<file path="config.mk">
export PLATFORM = sky130hd
export DESIGN_NAME = dec_irq_gen
export DESIGN_NICKNAME = d
export VERILOG_FILES = /design/src/rtl/dec_irq_pkg.sv /design/src/rtl/dec_irq_err_det.sv /design/src/rtl/dec_irq_buf_det.sv /design/src/rtl/dec_irq_flags.sv /design/src/rtl/dec_irq_gen.sv
export SDC_FILE = /design/constraint.sdc
export NUM_CORES = 1
export LEC_CHECK = 0
export BUFFER_PORTS_ARGS = -buffer_cell sky130_fd_sc_hd__buf_2
export CAP_MARGIN = 20
export CORE_AREA = 2 2 39 41
export DETAILED_ROUTE_END_ITERATION = 6
export DIE_AREA = 0 0 41 43
export REMOVE_ABC_BUFFERS = 1
export SYNTH_ARGS = -nofsm -noshare
export SYNTH_HDL_FRONTEND = slang
export SYNTH_SLANG_ARGS = --single-unit
</file>
<file path="constraint.sdc">
create_clock -name clk_i -period 2.4 [get_ports clk_i]
set_input_delay 0.48 -clock clk_i [delete_from_list [all_inputs] [get_ports clk_i]]
set_output_delay 0.48 -clock clk_i [all_outputs]
set_load 0.01 [all_outputs]
</file>
<file path="src/rtl/dec_irq_pkg.sv">
package dec_irq_pkg;
  localparam int unsigned NSRC   = 3;
  localparam int unsigned SW     = 2;
  localparam int unsigned SRC_ERR = 0;
  localparam int unsigned SRC_BUF = 1;
  localparam int unsigned SRC_RDY = 2;

  typedef enum logic [SW-1:0] {
    XS_IDLE   = 2'd0,
    XS_FILL   = 2'd1,
    XS_SEARCH = 2'd2,
    XS_START  = 2'd3
  } xfer_state_e;

  typedef logic [NSRC-1:0] src_vec_t;
endpackage

</file>
<file path="src/rtl/dec_irq_err_det.sv">
module dec_irq_err_det (
  input  logic clk_i,
  input  logic rst_ni,
  input  logic ecc_valid_i,
  input  logic ecc_fail_i,
  input  logic edc_valid_i,
  input  logic edc_fail_i,
  output logic evt_o
);
  logic ecc_ok_q;

  // last correction passed and no check-sum result has consumed it yet
  always_ff @(posedge clk_i or negedge rst_ni) begin
    if (!rst_ni)          ecc_ok_q <= 1'b0;
    else if (ecc_valid_i) ecc_ok_q <= !ecc_fail_i;
    else if (edc_valid_i) ecc_ok_q <= 1'b0;
  end

  logic ecc_bad, edc_bad;
  assign ecc_bad = ecc_valid_i && ecc_fail_i;
  assign edc_bad = edc_valid_i && edc_fail_i && ecc_ok_q;
  assign evt_o   = ecc_bad || edc_bad;

  p_edc_needs_pass_r3: assert property (@(posedge clk_i) disable iff (!rst_ni)
    (edc_valid_i && !ecc_valid_i) |=> !ecc_ok_q);
endmodule

</file>
<file path="src/rtl/dec_irq_buf_det.sv">
module dec_irq_buf_det
  import dec_irq_pkg::*;
(
  input  logic          clk_i,
  input  logic          rst_ni,
  input  logic [SW-1:0] state_i,
  output logic          evt_o
);
  xfer_state_e prev_q, cur;

  assign cur = xfer_state_e'(state_i);

  always_ff @(posedge clk_i or negedge rst_ni) begin
    if (!rst_ni) prev_q <= XS_IDLE;
    else         prev_q <= cur;
  end

  logic fill_done, found;
  assign fill_done = (prev_q == XS_FILL)   && (cur == XS_SEARCH);
  assign found     = (prev_q == XS_SEARCH) && (cur == XS_START);
  assign evt_o     = fill_done || found;

  p_held_quiet_r5: assert property (@(posedge clk_i) disable iff (!rst_ni)
    (cur == prev_q) |-> !evt_o);
endmodule

</file>
<file path="src/rtl/dec_irq_flags.sv">
module dec_irq_flags
  import dec_irq_pkg::*;
(
  input  logic     clk_i,
  input  logic     rst_ni,
  input  src_vec_t evt_i,
  input  src_vec_t clr_i,
  input  logic     en_we_i,
  input  src_vec_t en_d_i,
  output src_vec_t flag_o,
  output src_vec_t en_o
);
  src_vec_t en_q;

  always_ff @(posedge clk_i or negedge rst_ni) begin
    if (!rst_ni)      en_q <= '0;
    else if (en_we_i) en_q <= en_d_i;
  end
  assign en_o = en_q;

  for (genvar i = 0; i < NSRC; i++) begin : g_flag
    logic flag_q;
    always_ff @(posedge clk_i or negedge rst_ni) begin
      if (!rst_ni)       flag_q <= 1'b0;
      else if (evt_i[i]) flag_q <= 1'b1;   // set beats clear
      else if (clr_i[i]) flag_q <= 1'b0;
    end
    assign flag_o[i] = flag_q;

    p_set_wins_r8: assert property (@(posedge clk_i) disable iff (!rst_ni)
      evt_i[i] |=> flag_q);
    p_sticky_r7: assert property (@(posedge clk_i) disable iff (!rst_ni)
      (flag_q && !clr_i[i]) |=> flag_q);
    p_clear_r7: assert property (@(posedge clk_i) disable iff (!rst_ni)
      (clr_i[i] && !evt_i[i]) |=> !flag_q);
  end
endmodule

</file>
<file path="src/rtl/dec_irq_gen.sv">
module dec_irq_gen
  import dec_irq_pkg::*;
(
  input  logic          clk_i,
  input  logic          rst_ni,
  input  logic          ecc_valid_i,
  input  logic          ecc_fail_i,
  input  logic          edc_valid_i,
  input  logic          edc_fail_i,
  input  logic          sector_done_i,
  input  logic [SW-1:0] xfer_state_i,
  input  logic          reg_we_i,
  input  logic          reg_addr_i,
  input  logic [NSRC-1:0] reg_wdata_i,
  output logic [NSRC-1:0] reg_rdata_o,
  output logic          err_irq_o,
  output logic          buf_irq_o,
  output logic          rdy_irq_o,
  output logic          irq_o
);
  localparam logic ADDR_FLAG = 1'b0;
  localparam logic ADDR_EN   = 1'b1;

  logic     err_evt, buf_evt;
  src_vec_t evt, clr, flag, en, act;

  dec_irq_err_det u_err (
    .clk_i, .rst_ni,
    .ecc_valid_i, .ecc_fail_i, .edc_valid_i, .edc_fail_i,
    .evt_o(err_evt)
  );

  dec_irq_buf_det u_buf (
    .clk_i, .rst_ni,
    .state_i(xfer_state_i),
    .evt_o  (buf_evt)
  );

  always_comb begin
    evt          = '0;
    evt[SRC_ERR] = err_evt;
    evt[SRC_BUF] = buf_evt;
    evt[SRC_RDY] = sector_done_i;
  end

  assign clr = (reg_we_i && reg_addr_i == ADDR_FLAG) ? reg_wdata_i : '0;

  dec_irq_flags u_flags (
    .clk_i, .rst_ni,
    .evt_i  (evt),
    .clr_i  (clr),
    .en_we_i(reg_we_i && reg_addr_i == ADDR_EN),
    .en_d_i (reg_wdata_i),
    .flag_o (flag),
    .en_o   (en)
  );

  assign act         = flag & en;
  assign err_irq_o   = act[SRC_ERR];
  assign buf_irq_o   = act[SRC_BUF];
  assign rdy_irq_o   = act[SRC_RDY];
  assign irq_o       = |act;
  assign reg_rdata_o = (reg_addr_i == ADDR_EN) ? en : flag;

  p_ecc_fail_r2: assert property (@(posedge clk_i) disable iff (!rst_ni)
    (ecc_valid_i && ecc_fail_i) |=> flag[SRC_ERR]);
  p_done_r6: assert property (@(posedge clk_i) disable iff (!rst_ni)
    sector_done_i |=> flag[SRC_RDY]);
  p_mask_r9: assert property (@(posedge clk_i) disable iff (!rst_ni)
    !en[SRC_BUF] |-> !buf_irq_o);
  p_line_r10: assert property (@(posedge clk_i) disable iff (!rst_ni)
    irq_o |-> (err_irq_o || buf_irq_o || rdy_irq_o));
endmodule

</file>
==> results of run 1 <==
==> worst max-delay path: stages, from the launching register on <==
cell and delay, ns:
dfrtp_1 0.40, a222oi_1 0.34, inv_1 0.06, buf_2 0.14
==> worst max path at each step <==
| stage | startpoint | endpoint | slack (ns) | cells past startpoint |
|---|---|---|---|---|
| 2_1_floorplan | reg_addr_i | reg_rdata_o[1] | 1.10 | 1 |
| 3_3_place_gp | reg_addr_i | reg_rdata_o[1] | 0.81 | 3 |
| 3_5_place_dp | reg_addr_i | reg_rdata_o[2] | 0.79 | 3 |
| 4_1_cts | u_flags.g_flag[2].flag_q$_DFFE_PN0P_ | irq_o | 0.71 | 3 |
| 5_1_grt | u_flags.g_flag[2].flag_q$_DFFE_PN0P_ | irq_o | 0.59 | 3 |
| 6_report | u_flags.g_flag[2].flag_q$_DFFE_PN0P_ | irq_o | 0.73 | 3 |
==> where the power goes <==
group / internal (uW) / switching [uW] / total [uW]
registers: 168 / 13.6 / 182
logic: 44.3 / 37.5 / 81.8
clock network: 63.8 / 48.1 / 112
==> cells by family (layout without fill, tap and decap cells) <==
logic type | count (synthesis) | count (layout) | synth area share
buffers and inverters | 3 | 27 | 0.0265
AND/OR/NAND/NOR | 11 | 11 | 0.183
multiplexers | 5 | 5 | 0.133
AO/OA/AOI/OAI | 7 | 7 | 0.127
flip-flops | 9 | 9 | 0.531
==> final cells by class <==
class / count / area [sq um]
Tap cell: 16 / 20.0
Multi-Input combinational cell: 23 / 188
Timing Repair Buffer: 20 / 100
Fill cell: 138 / 813
Inverter: 3 / 11.3
Clock buffer: 4 / 26.3
Sequential cell: 9 / 225
==> layout by cell type (no fill, tap or decap), drive strengths merged <==
| master | n |
|---|---|
| nand3b | 2 |
| clkbuf | 4 |
| mux2 | 5 |
| a21o | 1 |
| nor4bb | 1 |
| a211o | 1 |
| and3b | 1 |
| and2 | 3 |
| and4b | 1 |
| dfrtp | 9 |
| a222oi | 1 |
| nand2 | 2 |
| inv | 3 |
| buf | 20 |
| nor2 | 1 |
| o21ai | 2 |
| a22o | 1 |
| a32oi | 1 |
==> flip-flops by register name (all words and copies together), names as in the netlist <==
register,count
u_flags.g_flag.flag_q,3
u_flags.en_o,3
u_buf.prev_q,2
u_err.ecc_ok_q,1
==> stage by stage <==
step                power, uW  worst slack [ns]  std cells  utilization  hold slack [ns]
detailed placement        268             0.793         71        0.393            0.339
global placement          266             0.812         71        0.393            0.343
CTS                       385             0.707         75        0.412           0.0624
finish                    375             0.734         75        0.412           0.0654
global route              405             0.594         75        0.412           0.0653
floorplan                 225              1.10         35            -            0.184
==> routing by layer <==
metal  up-vias  global-route usage  part of all wire
met3         0              0.0314             0.054
li1        179                   -                 -
met5         -                   0                 0
met1       172               0.134              0.45
met4         0              0.0400                 0
met2        10               0.169              0.49
==> summary.txt, run 1 <==
Logic synthesis
  – Synthesized cell area: 424 sq um
  – Count of state elements after synthesis: 9
  – Count of warnings emitted by yosys: 0
  – Synthesized netlist cell count: 35
  – Async set or reset register ratio after synthesis: 1.00
  – Leading area contributor after synthesis: dfrtp_1
  – Sequential element share of the synthesized area: 0.531
  – Count of cell types in the netlist: 18
  – Cell with the most instances after synthesis: dfrtp_1
  – Most instantiated cells after synthesis: dfrtp_1 (9), and2_1 (3), inv_1 (3), mux2_1 (3)
  – Flip-flop cell with the highest count after synthesis: dfrtp_1
  – Biggest area contributors in the synthesized netlist: dfrtp_1 (53%), mux2_1 (8.0%), mux2_2 (5.3%)
  – Post-synth top area share: 0.531
  – Mean instance size in the synthesized netlist: around 12 sq um
  – Post-synth EDFFs: 0

Timing
  – Setup-failing EPs final: 0
  – Sum Neg Setup Slack: 0 ns
  – Setup repair after global routing missed its margin: no
  – Fraction of the cycle the final worst path needs: 0.694
  – Slew Limit Headroom: 0.820
  – Skew final: 0.000744 ns
  – Hold violation count in the final report: 0
  – Final period demand of the worst path: between 1.5 and 2 ns
  – Worst-margin pin slew: 0.270 ns
  – Maximum achievable frequency: 600 MHz
  – Max Slew Vio Count: 0

Worst setup path
  – Critical path data required time: 1.92 ns
  – Reg-to-Reg End: u_flags.g_flag[1].flag_q$_DFFE_PN0P_
  – Setup Crit Path Kind: flop to primary output
  – Category of the worst setup path capture point: primary output
  – Worst reg-to-reg setup slack: between 1 and 1.5 ns
  – Crit Path Max Fanout: 4
  – Data arrival at the endpoint of the critical path: 1.19 ns
  – Logic depth of the worst register-to-register path: 2
  – Launch point of the worst reg-to-reg path: u_buf.prev_q[1]$_DFF_PN0_
  – Critical Path Source Type: flop

Power
  – PwrDens: approximately 660 nW/um^2
  – Leak Pwr: 0.000283 uW
  – Maximum vdd ir drop: a little over 0.3 mV

Placement
  – Placer congestion estimate: 0.653
  – IO Port Bufs: 20
  – HPWL after detailed placement: around 660 microns
  – Post-Place Cell Area: 544 sq um

CTS
  – Number of buffers added by the clock tree synthesis step: 3
  – Hold-fix buffers, CTS: 0
  – H-tree lvl count: 1
  – Setup Fix Bufs, Post-CTS: 0
  – Maximum buffer depth of the clock tree: 2
  – Number of gates resized after cts: 0
  – Clk Tree Root Cell: clkbuf_4
  – TritonCTS clock tree: built
  – TritonCTS Sinks: 9
  – CTS clk-pin slew, worst paths: 0.06 ns
  – Skew-Pair Late Insertion Delay: around 0.25 ns

Floorplanning
  – Y dimension of the die: 43 microns
  – Area of the die: 1760 sq um
  – CORE AREA: 1380 sq um
  – Number of placement rows: 14
  – Number of placed I/O pins: 21
  – Initial Util: 0.307
  – Die extent in x: 41 microns

Drt
  – Drt via density: approximately 4.8
  – Number of vias in the routed layout: 361
  – Antenna-violating nets left: 0
  – Total length of routed wires: around 850 microns
  – DRC Markers: 0
  – Number of iterations in the first detailed-routing pass: 4
  – Violation count after the first detailed-routing iteration: 2
  – DR WL/cell: 11.4 microns

Layout
  – Finished Cell Area: 571 sq um
  – Layout cells sized above 1: 0.458
  – Number of nets at the end of the flow: 74
  – Layout Area Growth over Synthesis: 34.5%
  – Antenna fix cells: 0

Min path
  – Hold crit path type: primary input to asynchronous set/reset pin

Global route
  – Via count of the first global-routing pass: 322
  – Number of antenna violations at the first check in global routing: 0
  – Global-route wire length before repair: about 1300 microns
  – Remaining global-route overflow: 0
  – Gr usage total: 0.108
  – Largest net degree at the start of global routing: 10

Status
  – Result of the run: finished clean

Flow run
  – Max-capacitance violation count: 0
Note: power is estimated with default switching activity, not from simulation.
==> run 2: changes to the inputs <==
- ABC_AREA: unset -> 1
- clock period: 2.4 -> 1.7 ns (I/O delays scaled with it)
==> summary.txt, run 2 <==
Status
  – Result of the run: finished clean

Worst setup path
  – Logic depth of the worst register-to-register path: 3 (+1)
  – Setup Crit Path Kind: flop to primary output
  – Worst reg-to-reg setup slack: 0.98 ns (-0.50 ns)
  – Data arrival at the endpoint of the critical path: 0.95 ns (-0.24 ns)
  – Slowest cell on the critical path: dfrtp_1
  – Critical Path Source Type: flop
  – Launch point of the worst reg-to-reg path: u_err.ecc_ok_q$_DFFE_PN0P_
  – Cell breakdown of the critical path: nand2_1, nand3_1, buf_2
  – Category of the worst setup path capture point: primary output
  – Largest stage delay on the critical path: 0.40 ns (about the same)
  – Critical path data required time: 1.36 ns (-0.56 ns)
  – Crit Path Max Fanout: 3 (-1)
  – Critical path origin: u_flags.en_o[0]$_DFFE_PN0P_

Placement
  – Number of instances in the placed design: 96 (+35%)
  – Worst slack at placement: 0.554 ns (-0.239 ns)
  – Placer congestion estimate: 0.701 (+7.4%)
  – IO Port Bufs: 20 (unchanged)

Drt
  – DR WL/cell: 8.03 microns (-29%)
  – Violation count after the first detailed-routing iteration: 4 (+2)
  – Drt via density: 4.24 (-12%)
  – Number of iterations in the first detailed-routing pass: 3 (-1)
  – Number of vias in the routed layout: 428 (+19%)
  – Total length of routed wires: 811 microns (-4.8%)
  – Antenna-violating nets left: 0 (unchanged)
  – DRC Markers: 0 (unchanged)

Layout
  – Number of nets at the end of the flow: 100 (+35%)
  – Layout Area Growth over Synthesis: 32.3%
  – Fillcell total: 144 (+4.3%)
  – Leading cell type in the layout, fill and taps excluded: nand2_1
  – Layout cells sized above 1: 0.282 (-0.175)
  – Area of the multi-input gates: 174 sq um (-7.3%)
  – Footprint of the flip-flops and latches: 225 sq um (unchanged)
  – Final Core Density: 0.429 (+0.0172)
  – Final std cells w/o fill: 101 (+35%)
  – Commonest non-fill, non-tap cells in the layout: nand2_1 (28), buf_2 (20), nand3_1 (10)
  – Antenna fix cells: 0 (unchanged)

Floorplanning
  – Y dimension of the die: 43 microns (unchanged)
  – Area of the die: 1760 sq um (unchanged)
  – Number of placement rows: 14 (unchanged)
  – Initial Util: 0.325 (+0.0181)
  – Die extent in x: 41 microns (unchanged)
  – CORE AREA: 1380 sq um (unchanged)
  – Number of placed I/O pins: 21 (unchanged)

Timing
  – Skew final: 0.0000903 ns (-0.000653 ns)
  – Sum Neg Setup Slack: 0 ns (unchanged)
  – Worst-margin pin slew: 0.195 ns (-0.0747 ns)
  – Setup-failing EPs final: 0 (unchanged)
  – Fraction of the cycle the final worst path needs: 0.760
  – Slew Limit Headroom: 0.870 (+0.0498)
  – Maximum achievable frequency: 774 MHz
  – Max Slew Vio Count: 0 (unchanged)
  – Hold violation count in the final report: 0 (unchanged)
  – Final period demand of the worst path: 1.29 ns
  – Setup slack of the critical path after layout: 0.408 ns (-0.326 ns)
  – Setup repair after global routing missed its margin: no

Global route
  – Largest net degree at the start of global routing: 10 (unchanged)
  – Via count of the first global-routing pass: 331 (+2.8%)
  – Gr usage total: 0.106 (-0.00203)
  – Remaining global-route overflow: 0 (unchanged)
  – Global-route wire length before repair: 1270 microns (-0.55%)
  – Number of antenna violations at the first check in global routing: 0 (unchanged)

Logic synthesis
  – Synthesized cell area: 449 sq um (+5.9%)
  – Flip-flop cell with the highest count after synthesis: dfrtp_1
  – Post-synth EDFFs: 0 (unchanged)
  – Leading area contributor after synthesis: dfrtp_1
  – Async set or reset register ratio after synthesis: 1.00 (unchanged)
  – Mean instance size in the synthesized netlist: 7.36 sq um (-39%)
  – Biggest area contributors in the synthesized netlist: dfrtp_1 (50%), nand2_1 (23%), nand3_1 (11%)
  – Count of state elements after synthesis: 9 (unchanged)
  – Post-synth top area share: 0.501 (-0.0296)
  – Most instantiated cells after synthesis: nand2_1 (28), nand3_1 (10), dfrtp_1 (9)
  – Cell with the most instances after synthesis: nand2_1
  – Synthesized netlist cell count: 61 (+74%)
  – Sequential element share of the synthesized area: 0.501 (-0.0296)
  – Count of cell types in the netlist: 8 (-10)
  – Count of warnings emitted by yosys: 0 (unchanged)

Power
  – Net switching power: 147 uW (+49%)
  – Internal power summed over all cells: 377 uW (+36%)
  – Power share of the combinational group: 0.217 (about the same)
  – Clock network fraction of total power: 0.304 (+0.006)
  – PwrDens: 882 nW/um^2 (+34%)
  – Leak Pwr: 0.000368 uW (+30%)
  – Maximum vdd ir drop: 0.456 mV (+48%)
  – Share of power burned in registers: 0.478 (-0.006)
  – Switching portion of total power: 0.281 (+0.0167)
  – Final total power: 524 uW (+40%)

CTS
  – Number of buffers added by the clock tree synthesis step: 3 (unchanged)
  – CTS clk-pin slew, worst paths: 0.06 ns (about the same)
  – TritonCTS Sinks: 9 (unchanged)
  – Skew-Pair Late Insertion Delay: 0.25 ns (about the same)
  – TritonCTS clock tree: built
  – Maximum buffer depth of the clock tree: 2 (unchanged)
  – Clk Tree Root Cell: clkbuf_4
  – H-tree lvl count: 1 (unchanged)

Flow run
  – Max-capacitance violation count: 0 (unchanged)

Min path
  – Hold crit path type: primary input to flop
  – Worst hold path startpoint: xfer_state_i[1]
  – Cell depth of the worst min-delay path: 1
-- run 2: cell types whose count changed in the layout (fill, tap and decap cells not counted), moves of 2 or more --
cell,change
and2_1,-3
mux2_1,-3
nand3_1,+10
o21ai_0,-2
mux2_2,-2
nand3b_1,-2
nand2_1,+27
nor2_1,+2
inv_1,+5
-- run 2: metal layers --
metal | track usage | routed length, microns | share of wire | up-vias
met5 | 0 | 0 | 0 | -
met2 | 0.147 | 359 | 0.44 | 14
met3 | 0.0157 | 48 | 0.059 | 2
li1 | - | - | - | 232
met1 | 0.151 | 398 | 0.49 | 180
met4 | 0.0600 | 5 | 0.0062 | 0
-- run 2: power by group through the flow --
stage / clock [uW] / sequential (uW) / combinational, uW
detailed placement: 0 / 254 / 115
floorplan: 0 / 251 / 61.2
global route: 173 / 254 / 133
CTS: 166 / 250 / 117
finish: 160 / 251 / 114
global placement: 0 / 255 / 114
-- run 2: cell type report --
class                      count  share of cell area
tap                           16              0.0337
inverter                       9              0.0653
timing repair buffer          21               0.185
sequential                     9               0.379
multi-input combinational     42               0.293
clock buffer                   4              0.0442
-- run 2: path summary, 6_finish.rpt --
path | end
max in group asynchronous | u_flags.en_o[1]$_DFFE_PN0P_
hold reg to reg | u_flags.en_o[2]$_DFFE_PN0P_
min in group asynchronous | u_err.ecc_ok_q$_DFFE_PN0P_
setup reg to reg | u_err.ecc_ok_q$_DFFE_PN0P_
hold / removal | u_buf.prev_q[1]$_DFF_PN0_
setup / recovery | irq_o
-- run 2: worst max-delay path: cells and delay by family, from the launching register on --
family                 cells  cell delay (ns)
buffers and inverters      1             0.14
and+or+nand+nor            2             0.16
DFF                        1             0.40
-- run 2: logic make-up (layout without fill, tap and decap cells) --
family / Yosys count / after routing / synth area share
AOI/OAI and AO/OA: 1 / 1 / 0.0167
buffers and inverters: 10 / 34 / 0.111
DFF: 9 / 9 / 0.501
and+or+nand+nor: 41 / 41 / 0.370
-- run 2: metrics by stage --
| stage | hold WS [ns] | instance area [sq um] |
|---|---|---|
| global placement | 0.203 | 558 |
| detailed placement | 0.197 | 558 |
| finish | 0.221 | 594 |
| global route | 0.215 | 594 |
| CTS | 0.215 | 594 |
| floorplan | 0.0444 | 438 |
-- run 2: repair_timing --
action / in CTS / in global routing
hold endpoints to repair: 9 / 0
buffers inserted: 0 / 0
hold buffers: 1 / 0
resized for setup: 0 / 0
